**config.mk**
```make
export PLATFORM = sky130hd
export DESIGN_NAME = ctlreg_guard
export DESIGN_NICKNAME = d
export VERILOG_FILES = /design/src/rtl/ctlreg_pkg.sv /design/src/rtl/ctlreg_xact.sv /design/src/rtl/ctlreg_unlock.sv /design/src/rtl/ctlreg_busy.sv /design/src/rtl/ctlreg_guard.sv
export SDC_FILE = /design/constraint.sdc
export NUM_CORES = 1
export LEC_CHECK = 0
export BUFFER_PORTS_ARGS = -buffer_cell sky130_fd_sc_hd__buf_2
export CAP_MARGIN = 15
export CORE_UTILIZATION = 55
export DETAILED_ROUTE_END_ITERATION = 7
export PLACE_DENSITY_LB_ADDON = 0.3
export REMOVE_ABC_BUFFERS = 1
export SKIP_LAST_GASP = 1
export SLEW_MARGIN = 20
export SYNTH_ARGS = -nofsm -noshare
export SYNTH_HDL_FRONTEND = slang
export SYNTH_SLANG_ARGS = --single-unit
```
**constraint.sdc**
```tcl
create_clock -name clk -period 2.4 [get_ports clk]
set_input_delay 0.36 -clock clk [delete_from_list [all_inputs] [get_ports clk]]
set_output_delay 0.36 -clock clk [all_outputs]
set_load 0.03 [all_outputs]
```
**src/rtl/ctlreg_pkg.sv**
```systemverilog
package ctlreg_pkg;

    localparam logic [7:0] DEV_WR_ADDR = 8'hA4;
    localparam logic [7:0] DEV_RD_ADDR = 8'hA5;
    localparam logic [7:0] REG_ADDR    = 8'hFF;
    localparam logic [7:0] CMD_WEL     = 8'h02;
    localparam logic [7:0] CMD_RWEL    = 8'h06;
    localparam int         BIT_RWEL    = 2;

    typedef struct packed {
        logic dly_hi;
        logic mon_a;
        logic mon_b;
        logic lock;
        logic dly_lo;
    } nv_t;

    function automatic nv_t nv_from_byte(input logic [7:0] b);
        nv_t n;
        n.dly_hi = b[7];
        n.mon_a  = b[6];
        n.mon_b  = b[5];
        n.lock   = b[3];
        n.dly_lo = b[0];
        return n;
    endfunction

    function automatic logic [7:0] view_byte(input nv_t n, input logic rwel, input logic wel);
        return {n.dly_hi, n.mon_a, n.mon_b, 1'b0, n.lock, rwel, wel, n.dly_lo};
    endfunction

endpackage

```
**src/rtl/ctlreg_xact.sv**
```systemverilog
module ctlreg_xact
    import ctlreg_pkg::*;
(
    input  logic       clk,
    input  logic       rst_n,
    input  logic       txn_start,
    input  logic       txn_stop,
    input  logic       byte_vld,
    input  logic [7:0] byte_in,
    input  logic [7:0] reg_view,
    output logic       ack,
    output logic       rd_vld,
    output logic [7:0] rd_data,
    output logic       wr_go,
    output logic [7:0] wr_byte
);

    typedef struct packed {
        logic       active;
        logic       ign;
        logic       is_rd;
        logic [1:0] idx;
        logic       have;
        logic       abort;
        logic [7:0] dat;
        logic       ack;
        logic       rd_vld;
        logic [7:0] rd_data;
        logic       wr_go;
    } xs_t;

    xs_t xs_d, xs_q;

    always_comb begin
        xs_d        = xs_q;
        xs_d.ack    = 1'b0;
        xs_d.rd_vld = 1'b0;
        xs_d.wr_go  = 1'b0;
        if (txn_start) begin
            xs_d.active = 1'b1;
            xs_d.ign    = 1'b0;
            xs_d.is_rd  = 1'b0;
            xs_d.idx    = 2'd0;
            xs_d.have   = 1'b0;
            xs_d.abort  = 1'b0;
        end else if (txn_stop) begin
            if (xs_q.active && !xs_q.ign && !xs_q.is_rd && xs_q.have && !xs_q.abort) begin
                xs_d.wr_go = 1'b1;
            end
            xs_d.active = 1'b0;
        end else if (byte_vld && xs_q.active && !xs_q.ign) begin
            if (xs_q.idx != 2'd3) begin
                xs_d.idx = xs_q.idx + 2'd1;
            end
            case (xs_q.idx)
                2'd0: begin
                    if (byte_in == DEV_WR_ADDR) begin
                        xs_d.ack   = 1'b1;
                        xs_d.is_rd = 1'b0;
                    end else if (byte_in == DEV_RD_ADDR) begin
                        xs_d.ack   = 1'b1;
                        xs_d.is_rd = 1'b1;
                    end else begin
                        xs_d.ign = 1'b1;
                    end
                end
                2'd1: begin
                    if (byte_in == REG_ADDR) begin
                        xs_d.ack = 1'b1;
                        if (xs_q.is_rd) begin
                            xs_d.rd_vld  = 1'b1;
                            xs_d.rd_data = reg_view;
                        end
                    end else begin
                        xs_d.ign = 1'b1;
                    end
                end
                default: begin
                    if (xs_q.is_rd) begin
                        xs_d.ign = 1'b1;
                    end else if (!xs_q.have) begin
                        xs_d.have = 1'b1;
                        xs_d.dat  = byte_in;
                        xs_d.ack  = 1'b1;
                    end else begin
                        xs_d.abort = 1'b1;
                    end
                end
            endcase
        end
    end

    always_ff @(posedge clk or negedge rst_n) begin
        if (!rst_n) begin
            xs_q <= '0;
        end else begin
            xs_q <= xs_d;
        end
    end

    assign ack     = xs_q.ack;
    assign rd_vld  = xs_q.rd_vld;
    assign rd_data = xs_q.rd_data;
    assign wr_go   = xs_q.wr_go;
    assign wr_byte = xs_q.dat;

endmodule

```
**src/rtl/ctlreg_unlock.sv**
```systemverilog
module ctlreg_unlock
    import ctlreg_pkg::*;
#(
    parameter logic [7:0] NV_INIT = 8'h41
) (
    input  logic       clk,
    input  logic       rst_n,
    input  logic       wr_go,
    input  logic [7:0] wr_byte,
    input  logic       wp_pin,
    input  logic       busy,
    output logic [7:0] reg_view,
    output logic       commit,
    output logic       wel,
    output logic       rwel,
    output logic       lock
);

    typedef struct packed {
        nv_t  nv;
        logic wel;
        logic rwel;
    } us_t;

    us_t us_d, us_q;
    logic commit_d;

    always_comb begin
        us_d     = us_q;
        commit_d = 1'b0;
        if (wr_go && !wp_pin && !busy) begin
            if (us_q.rwel) begin
                if (!wr_byte[BIT_RWEL]) begin
                    us_d.nv   = nv_from_byte(wr_byte);
                    us_d.rwel = 1'b0;
                    commit_d  = 1'b1;
                end
            end else if (wr_byte == CMD_WEL) begin
                us_d.wel = 1'b1;
            end else if (wr_byte == CMD_RWEL && us_q.wel) begin
                us_d.rwel = 1'b1;
            end
        end
    end

    always_ff @(posedge clk or negedge rst_n) begin
        if (!rst_n) begin
            us_q.nv   <= nv_from_byte(NV_INIT);
            us_q.wel  <= 1'b0;
            us_q.rwel <= 1'b0;
        end else begin
            us_q <= us_d;
        end
    end

    assign reg_view = view_byte(us_q.nv, us_q.rwel, us_q.wel);
    assign commit   = commit_d;
    assign wel      = us_q.wel;
    assign rwel     = us_q.rwel;
    assign lock     = us_q.nv.lock;

endmodule

```
**src/rtl/ctlreg_busy.sv**
```systemverilog
module ctlreg_busy #(
    parameter int BUSY_CYCLES = 5000
) (
    input  logic clk,
    input  logic rst_n,
    input  logic commit,
    output logic busy
);

    localparam int CW = $clog2(BUSY_CYCLES + 1);

    typedef struct packed {
        logic [CW-1:0] cnt;
    } bs_t;

    bs_t bs_d, bs_q;

    always_comb begin
        bs_d = bs_q;
        if (commit) begin
            bs_d.cnt = CW'(BUSY_CYCLES);
        end else if (bs_q.cnt != '0) begin
            bs_d.cnt = bs_q.cnt - CW'(1);
        end
    end

    always_ff @(posedge clk or negedge rst_n) begin
        if (!rst_n) begin
            bs_q <= '0;
        end else begin
            bs_q <= bs_d;
        end
    end

    assign busy = (bs_q.cnt != '0);

endmodule

```
**src/rtl/ctlreg_guard.sv**
```systemverilog
module ctlreg_guard
    import ctlreg_pkg::*;
#(
    parameter int         BUSY_CYCLES = 5000,
    parameter logic [7:0] NV_INIT     = 8'h41
) (
    input  logic       clk,
    input  logic       rst_n,
    input  logic       txn_start,
    input  logic       txn_stop,
    input  logic       byte_vld,
    input  logic [7:0] byte_in,
    input  logic       wp_pin,
    output logic       ack,
    output logic       rd_vld,
    output logic [7:0] rd_data,
    output logic       busy,
    output logic       vol_wr_ok,
    output logic       nv_wr_ok
);

    logic [7:0] reg_view_w;
    logic       wr_go_w;
    logic [7:0] wr_byte_w;
    logic       commit_w;
    logic       wel_w;
    logic       rwel_w;
    logic       lock_w;
    logic       busy_w;

    ctlreg_xact u_xact (
        .clk      (clk),
        .rst_n    (rst_n),
        .txn_start(txn_start),
        .txn_stop (txn_stop),
        .byte_vld (byte_vld),
        .byte_in  (byte_in),
        .reg_view (reg_view_w),
        .ack      (ack),
        .rd_vld   (rd_vld),
        .rd_data  (rd_data),
        .wr_go    (wr_go_w),
        .wr_byte  (wr_byte_w)
    );

    ctlreg_unlock #(.NV_INIT(NV_INIT)) u_unlock (
        .clk     (clk),
        .rst_n   (rst_n),
        .wr_go   (wr_go_w),
        .wr_byte (wr_byte_w),
        .wp_pin  (wp_pin),
        .busy    (busy_w),
        .reg_view(reg_view_w),
        .commit  (commit_w),
        .wel     (wel_w),
        .rwel    (rwel_w),
        .lock    (lock_w)
    );

    ctlreg_busy #(.BUSY_CYCLES(BUSY_CYCLES)) u_busy (
        .clk   (clk),
        .rst_n (rst_n),
        .commit(commit_w),
        .busy  (busy_w)
    );

    assign busy      = busy_w;
    assign vol_wr_ok = wel_w && !wp_pin;
    assign nv_wr_ok  = wel_w && !wp_pin && !lock_w;

endmodule

```
==> results.json, run 1 <==
{
  "timing.rr.start": "u_xact.xs_q[21]$_DFFE_PN0P_",
  "startpoint_type": "register",
  "vias": 1439,
  "antenna_left": 0,
  "seq_area_frac_synth": 0.5347,
  "reg2reg_depth": 6,
  "n_antenna_cell": 0,
  "p_leak_nw": 1.109,
  "synthCells": 182,
  "wl_met3_um": 129,
  "finalSetupViolations": 0,
  "ys_types": 43,
  "die_h_um": 63.95,
  "synth.avg_cell_area_um2": 11.60,
  "endpoint": "busy",
  "slew_viol_final": 0,
  "netlist_area_um2": 2111,
  "ctsHoldBuffers": 0,
  "combPwrFrac": 0.071,
  "p_seq_frac": 0.580,
  "drt-total-wl_mm": 3.801,
  "area_growth_pct": 10.79,
  "start_util": 0.5766,
  "irDropWorstVdd_mv": 0.3952,
  "worstPathRequired_ps": 2040,
  "fp.dieArea_um2": 4090,
  "core_area_um2": 3661,
  "nets": 222,
  "grt_overflow": 0,
  "cts_buffers": 5,
  "wl_met2_mm": 1.930,
  "muxShareOfSynthArea": 0.1263,
  "tightest_slew_ps": 963.9,
  "worstHoldPathType": "in -> async",
  "synth_xor_area_frac": 0.01660,
  "cts_buffer_depth": 2,
  "p_int_mw": 1.102,
  "status": "completed",
  "routedWlPerCell_um": 15.02,
  "dr.pass1.iters": 4,
  "slowest_stage": "or3b_4",
  "n_fill_cell": 285,
  "skew_ps": 9.749,
  "cts-root-buf": "clkbuf_8",
  "ys_warn_count": 0,
  "synth_flop_cell": "dfrtp_1",
  "grt_pass1_wl_mm": 6.555,
  "cp.arrival_ps": 1920,
  "wl_met1_mm": 1.694,
  "final_cells": 253,
  "grt_max_degree": 46,
  "finalHoldViolCount": 0,
  "synth_edf_count": 0,
  "viasPerCell": 5.688,
  "p_sw_mw": 0.3139,
  "synthAdderAreaFrac": 0.02371,
  "path_cells": "inv_1, ha_1, or3b_4, nor4_4, inv_2, buf_2",
  "die_w_um": 63.95,
  "layout-drive-gt1-share": 0.3220,
  "crit_path_end_kind": "primary output",
  "io_pins": 27,
  "drc": 0,
  "clk_pin_slew_ps": 80,
  "clkPwrFrac": 0.350,
  "rrSetupSlack_ps": 340,
  "r2r_end": "u_xact.xs_q[24]$_DFFE_PN0P_",
  "p_per_area_nw_per_um2": 605.7,
  "crit_fanout": 6,
  "synth_top_family_by_area": "simple AND/OR/NAND/NOR gates",
  "dp_hpwl_mm": 2.774,
  "gp_congestion": 0.8430,
  "antenna_found_initial": 0,
  "cts_max_level": 2,
  "synth-simple-area-share": 0.1772,
  "synth_compound_area_frac": 0.07113,
  "cts_tree": "yes",
  "dr.max_layer_used": "met4",
  "ys_async_sr_fraction": 1.000,
  "grtUsageTotal": 0.2161,
  "cpPeakStageDelay_ps": 440,
  "max_freq_mhz": 439.0,
  "core.rowCount": 22,
  "final.min_clock_period_ps": 2278,
  "cts_sinks": 45,
  "grt_setup_unrepaired": "false",
  "clock_latency_ps": 290,
  "portBuffers": 25,
  "sw_frac_of_total": 0.2217,
  "cp-startpoint": "u_busy.bs_q[0]$_DFFE_PN0P_",
  "timing.max_cap.violations": 0,
  "crit_type": "reg -> out",
  "relSlewSlack": 0.3574,
  "drtIter0Drc": 72,
  "grt_pass1_vias": 1454,
  "dp_cells": 244,
  "setup_tns_ps": 0,
  "ys_seq_elements": 45,
  "period_share": 0.9490
}
==> per-layer routing <==
| metal | track usage | vias up |
|---|---|---|
| met3 | 0.05179 | 4 |
| met2 | 0.3577 | 26 |
| li1 | - | 688 |
| met1 | 0.2509 | 721 |
| met5 | 0 | - |
| met4 | 0.1364 | 0 |
==> synthesized netlist by cell type (2+ instances only) <==
cell	n	area, um^2
a21o_1	3	22.52
a21oi_1	5	25.02
buf_4	8	60.06
clkbuf_1	3	11.26
dfrtp_1	43	1076
dfstp_2	2	52.55
ha_1	4	50.05
inv_1	6	22.52
mux2_2	21	236.5
mux2i_1	3	30.03
nand2_1	8	30.03
nand3_1	4	20.02
nand4_1	2	12.51
nor2_1	9	33.78
nor2b_1	2	12.51
nor3_1	9	45.04
nor3b_1	4	30.03
nor4_1	2	12.51
o21ai_0	7	35.03
o41ai_1	2	17.52
or2_2	2	12.51
or3_1	7	43.79
or4_1	3	22.52
or4b_2	2	20.02
xnor2_1	3	26.28
==> layout by cell type (no fill, tap or decap), types with 3 or more instances in the layout <==
cell type,count
or3_1,7
o21ai_0,7
a21o_1,3
or4_1,3
inv_1,6
nor3b_1,4
nand3_1,4
nor3_1,9
xnor2_1,3
mux2_2,21
nand2_1,8
ha_1,4
buf_2,25
dfrtp_1,43
nor2_1,9
clkbuf_8,7
a21oi_1,5
mux2i_1,3
==> timing repair <==
action                                  CTS  global route
cloned                                    0             0
pin swaps                                 1             0
setup buffers                             1             0
endpoints found under the setup margin    1             1
resized for setup                         0             1
==> power by group through the flow <==
stage	clock network, mW	logic, mW	registers [mW]
finish	0.495	0.100	0.821
global route	0.547	0.112	0.825
CTS	0.516	0.102	0.821
detailed placement	0	0.101	0.836
global placement	0	0.0969	0.832
floorplan	0	0.0597	0.826
==> critical path: cells and delay by family, from the launching register on <==
kind,cells,cell delay (ps)
flops,1,420
fa+ha+maj,1,200
simple gates,2,640
buf+inv,3,380
==> cell type report <==
class / instances / area (um^2) / area share
well taps: 48 / 60.06 / 0.02568
repair buffers: 27 / 140.1 / 0.05992
clock buffers: 7 / 96.34 / 0.04120
inverters: 7 / 26.28 / 0.01124
clock inverters: 1 / 5.005 / 0.002140
flip-flops and latches: 45 / 1129 / 0.4826
multi-input cells: 118 / 882.1 / 0.3772
==> through the flow <==
step / hold WS, ps / setup slack (ps) / utilization / area [um^2] / power (mW)
6_report: 219.1 / 122.3 / 0.6388 / 2338 / 1.416
4_1_cts: 232.4 / 67.98 / 0.6381 / 2336 / 1.439
3_3_place_gp: 479.2 / 217.0 / 0.6083 / 2227 / 0.9292
5_1_grt: 278.5 / 40.97 / 0.6388 / 2338 / 1.484
3_5_place_dp: 486.6 / 157.1 / 0.6083 / 2227 / 0.9369
2_1_floorplan: 64.41 / 259.8 / - / 2034 / 0.8857
==> flip-flops by register name, indices dropped and copies added (netlist names) <==
register           count
u_xact.wr_go           1
u_xact.rd_data         7
u_unlock.wel           1
u_xact.wr_byte         8
u_xact.ack             1
u_unlock.reg_view      4
u_unlock.rwel          1
u_xact.xs_q            7
u_busy.bs_q           13
u_xact.rd_vld          1
u_unlock.lock          1
==> cells by family (layout without fill, tap and decap cells) <==
| family | after synthesis | after routing |
|---|---|---|
| AOI/OAI and AO/OA | 23 | 23 |
| adders and majority gates | 4 | 4 |
| xor gates and xnor gates | 4 | 4 |
| and+or+nand+nor | 62 | 62 |
| muxes | 24 | 24 |
| buffers and inverters | 19 | 42 |
| other | 1 | 1 |
| DFF | 45 | 45 |
==> worst min-delay path by stage <==
stage	from	end	slack, ps
global placement	u_xact.xs_q[24]$_DFFE_PN0P_	u_xact.wr_go$_DFF_PN0_	480
finish	rst_n	u_xact.rd_data[3]$_DFFE_PN0P_	220
global route	rst_n	u_xact.wr_byte[7]$_DFFE_PN0P_	280
detailed placement	u_xact.xs_q[19]$_DFFE_PN0P_	u_xact.xs_q[19]$_DFFE_PN0P_	490
floorplan	rst_n	u_busy.bs_q[0]$_DFFE_PN0P_	60
CTS	rst_n	u_xact.wr_byte[7]$_DFFE_PN0P_	230
(Power assumes the default switching activity.)
==> run 2: changes to the inputs <==
Settings changed: CELL_PAD_IN_SITES_DETAIL_PLACEMENT set to 0, CELL_PAD_IN_SITES_GLOBAL_PLACEMENT set to 1, CORE_UTILIZATION 55 to 45, CTS_BUF_LIST set to sky130_fd_sc_hd__clkbuf_16.
==> results.json, run 2 (synthesized netlist as in run 1, its figures left out) <==
{
  "grt_pass1_vias": 1512,
  "vias": 1411,
  "drtIter0Drc": 64,
  "crit_path_end_kind": "primary output",
  "dp_hpwl_mm": 2.893,
  "cts-root-buf": "clkbuf_16",
  "drc": 6,
  "drt-total-wl_mm": 3.745,
  "grt_setup_unrepaired": "false",
  "max_freq_mhz": 435.7,
  "die_h_um": 70.49,
  "largest-register": "u_busy.bs_q",
  "final.min_clock_period_ps": 2295,
  "start_util": 0.4749,
  "largest_reg_flops": 13,
  "seq_area_um2": 1129,
  "post-cts-setup-buffers": 0,
  "gp_congestion": 0.7476,
  "cts_buffer_depth": 2,
  "cts_max_level": 2,
  "area_growth_pct": 14.52,
  "finalSetupViolations": 0,
  "core.rowCount": 24,
  "period_share": 0.9563,
  "grt.met3_usage": 0.04762,
  "grt_overflow": 0,
  "p_leak_nw": 1.140,
  "reg2reg_depth": 6,
  "fp.dieArea_um2": 4969,
  "layout_setup_ws_ps": 105.0,
  "portBuffers": 25,
  "worstPathRequired_ps": 2040,
  "groute.layer.met2.usage": 0.3064,
  "violations": "design-rule violations",
  "crit_fanout": 6,
  "place_ws_ps": 239.5,
  "grt_pass1_wl_mm": 6.969,
  "irDropWorstVdd_mv": 0.5532,
  "clock_latency_ps": 290,
  "timing.max_cap.violations": 0,
  "io_pins": 27,
  "clk_pin_slew_ps": 70,
  "grt_max_degree": 27,
  "n_fill_cell": 388,
  "layout-drive-gt1-share": 0.3220,
  "multiInputGateArea_um2": 882.1,
  "nets": 222,
  "top_usage_layer": "met2",
  "cts_tree": "yes",
  "grt_use_met1": 0.2279,
  "power_mw": 1.711,
  "cts_sinks": 45,
  "setup_tns_ps": 0,
  "grtUsageTotal": 0.1805,
  "antenna_found_initial": 0,
  "p_per_area_nw_per_um2": 707.9,
  "worstHoldPathType": "in -> async",
  "skew_ps": 8.096,
  "antenna_left": 0,
  "cp.arrival_ps": 1940,
  "cts_buffers": 5,
  "n_antenna_cell": 0,
  "startpoint_type": "register",
  "dr.pass1.iters": 6,
  "ctsHoldBuffers": 0,
  "layout_common_cells": "dfrtp_1, buf_2, mux2_2",
  "routedWlPerCell_um": 14.57,
  "status": "complete, but fails checks",
  "die_w_um": 70.49,
  "final_common_cell": "dfrtp_1",
  "slew_viol_final": 0,
  "core_area_um2": 4444,
  "crit_type": "reg -> out",
  "finalHoldViolCount": 0,
  "viasPerCell": 5.490
}
run 2: cell types whose count changed in the layout (fill, tap and decap cells not counted):
| cell | delta |
|---|---|
| clkbuf_16 | +5 |
| clkinv_4 | +1 |
| clkinv_2 | -1 |
| clkbuf_8 | -7 |
| inv_8 | +1 |
| bufinv_16 | +1 |
run 2: through the flow:
step / util / hold slack, ps / cells / area (um^2)
floorplan: - / 64.41 / 170 / 2034
global placement: 0.5039 / 314.8 / 249 / 2240
detailed placement: 0.5039 / 330.3 / 249 / 2240
CTS: 0.5439 / 15.66 / 257 / 2417
global route: 0.5439 / 43.62 / 257 / 2417
finish: 0.5439 / 2.325 / 257 / 2417
run 2: worst max-delay path, cell delays in order (launching register included):
cell and delay, ps:
dfrtp_1 410, inv_1 70, ha_1 190, or3b_4 430, nor4_4 240, inv_2 120
buf_2 200
run 2: timing repair:
| action | CTS | global route |
|---|---|---|
| hold endpoints to repair | 0 | 0 |
| endpoints found under the setup margin | 1 | 0 |
| resized for setup | 1 | 0 |
run 2: metal layers:
layer / wire (um) / up-vias
met3: 138 / 5
met1: 1715 / 690
met5: 0 / -
met2: 1850 / 21
met4: 41 / 0
li1: - / 695
run 2: layout make-up:
type | instances | area share
Sequential cell | 45 | 0.4669
Multi-Input combinational cell | 118 | 0.3649
Timing Repair Buffer | 27 | 0.05797
Clock buffer | 5 | 0.05176
Tap cell | 52 | 0.02692
Clock inverter | 3 | 0.02070
Inverter | 7 | 0.01087
run 2: worst paths after layout:
kind	to	slack, ps	from
max	busy	100	u_busy.bs_q[0]$_DFFE_PN0P_
min	u_xact.rd_data[3]$_DFFE_PN0P_	2	rst_n
max reg2reg	u_xact.xs_q[24]$_DFFE_PN0P_	380	u_xact.xs_q[21]$_DFFE_PN0P_
min reg2reg	u_xact.wr_go$_DFF_PN0_	490	u_xact.xs_q[24]$_DFFE_PN0P_
max in group asynchronous	u_unlock.reg_view[0]$_DFFE_PN1P_	1660	rst_n
min in group clk	u_xact.wr_byte[3]$_DFFE_PN0P_	330	byte_in[3]
run 2: power by group:
| part | switching (mW) | internal (mW) |
|---|---|---|
| Sequential | 0.0265 | 0.795 |
| Clock | 0.290 | 0.500 |
| Combinational | 0.0503 | 0.0498 |
| Total | 0.367 | 1.34 |
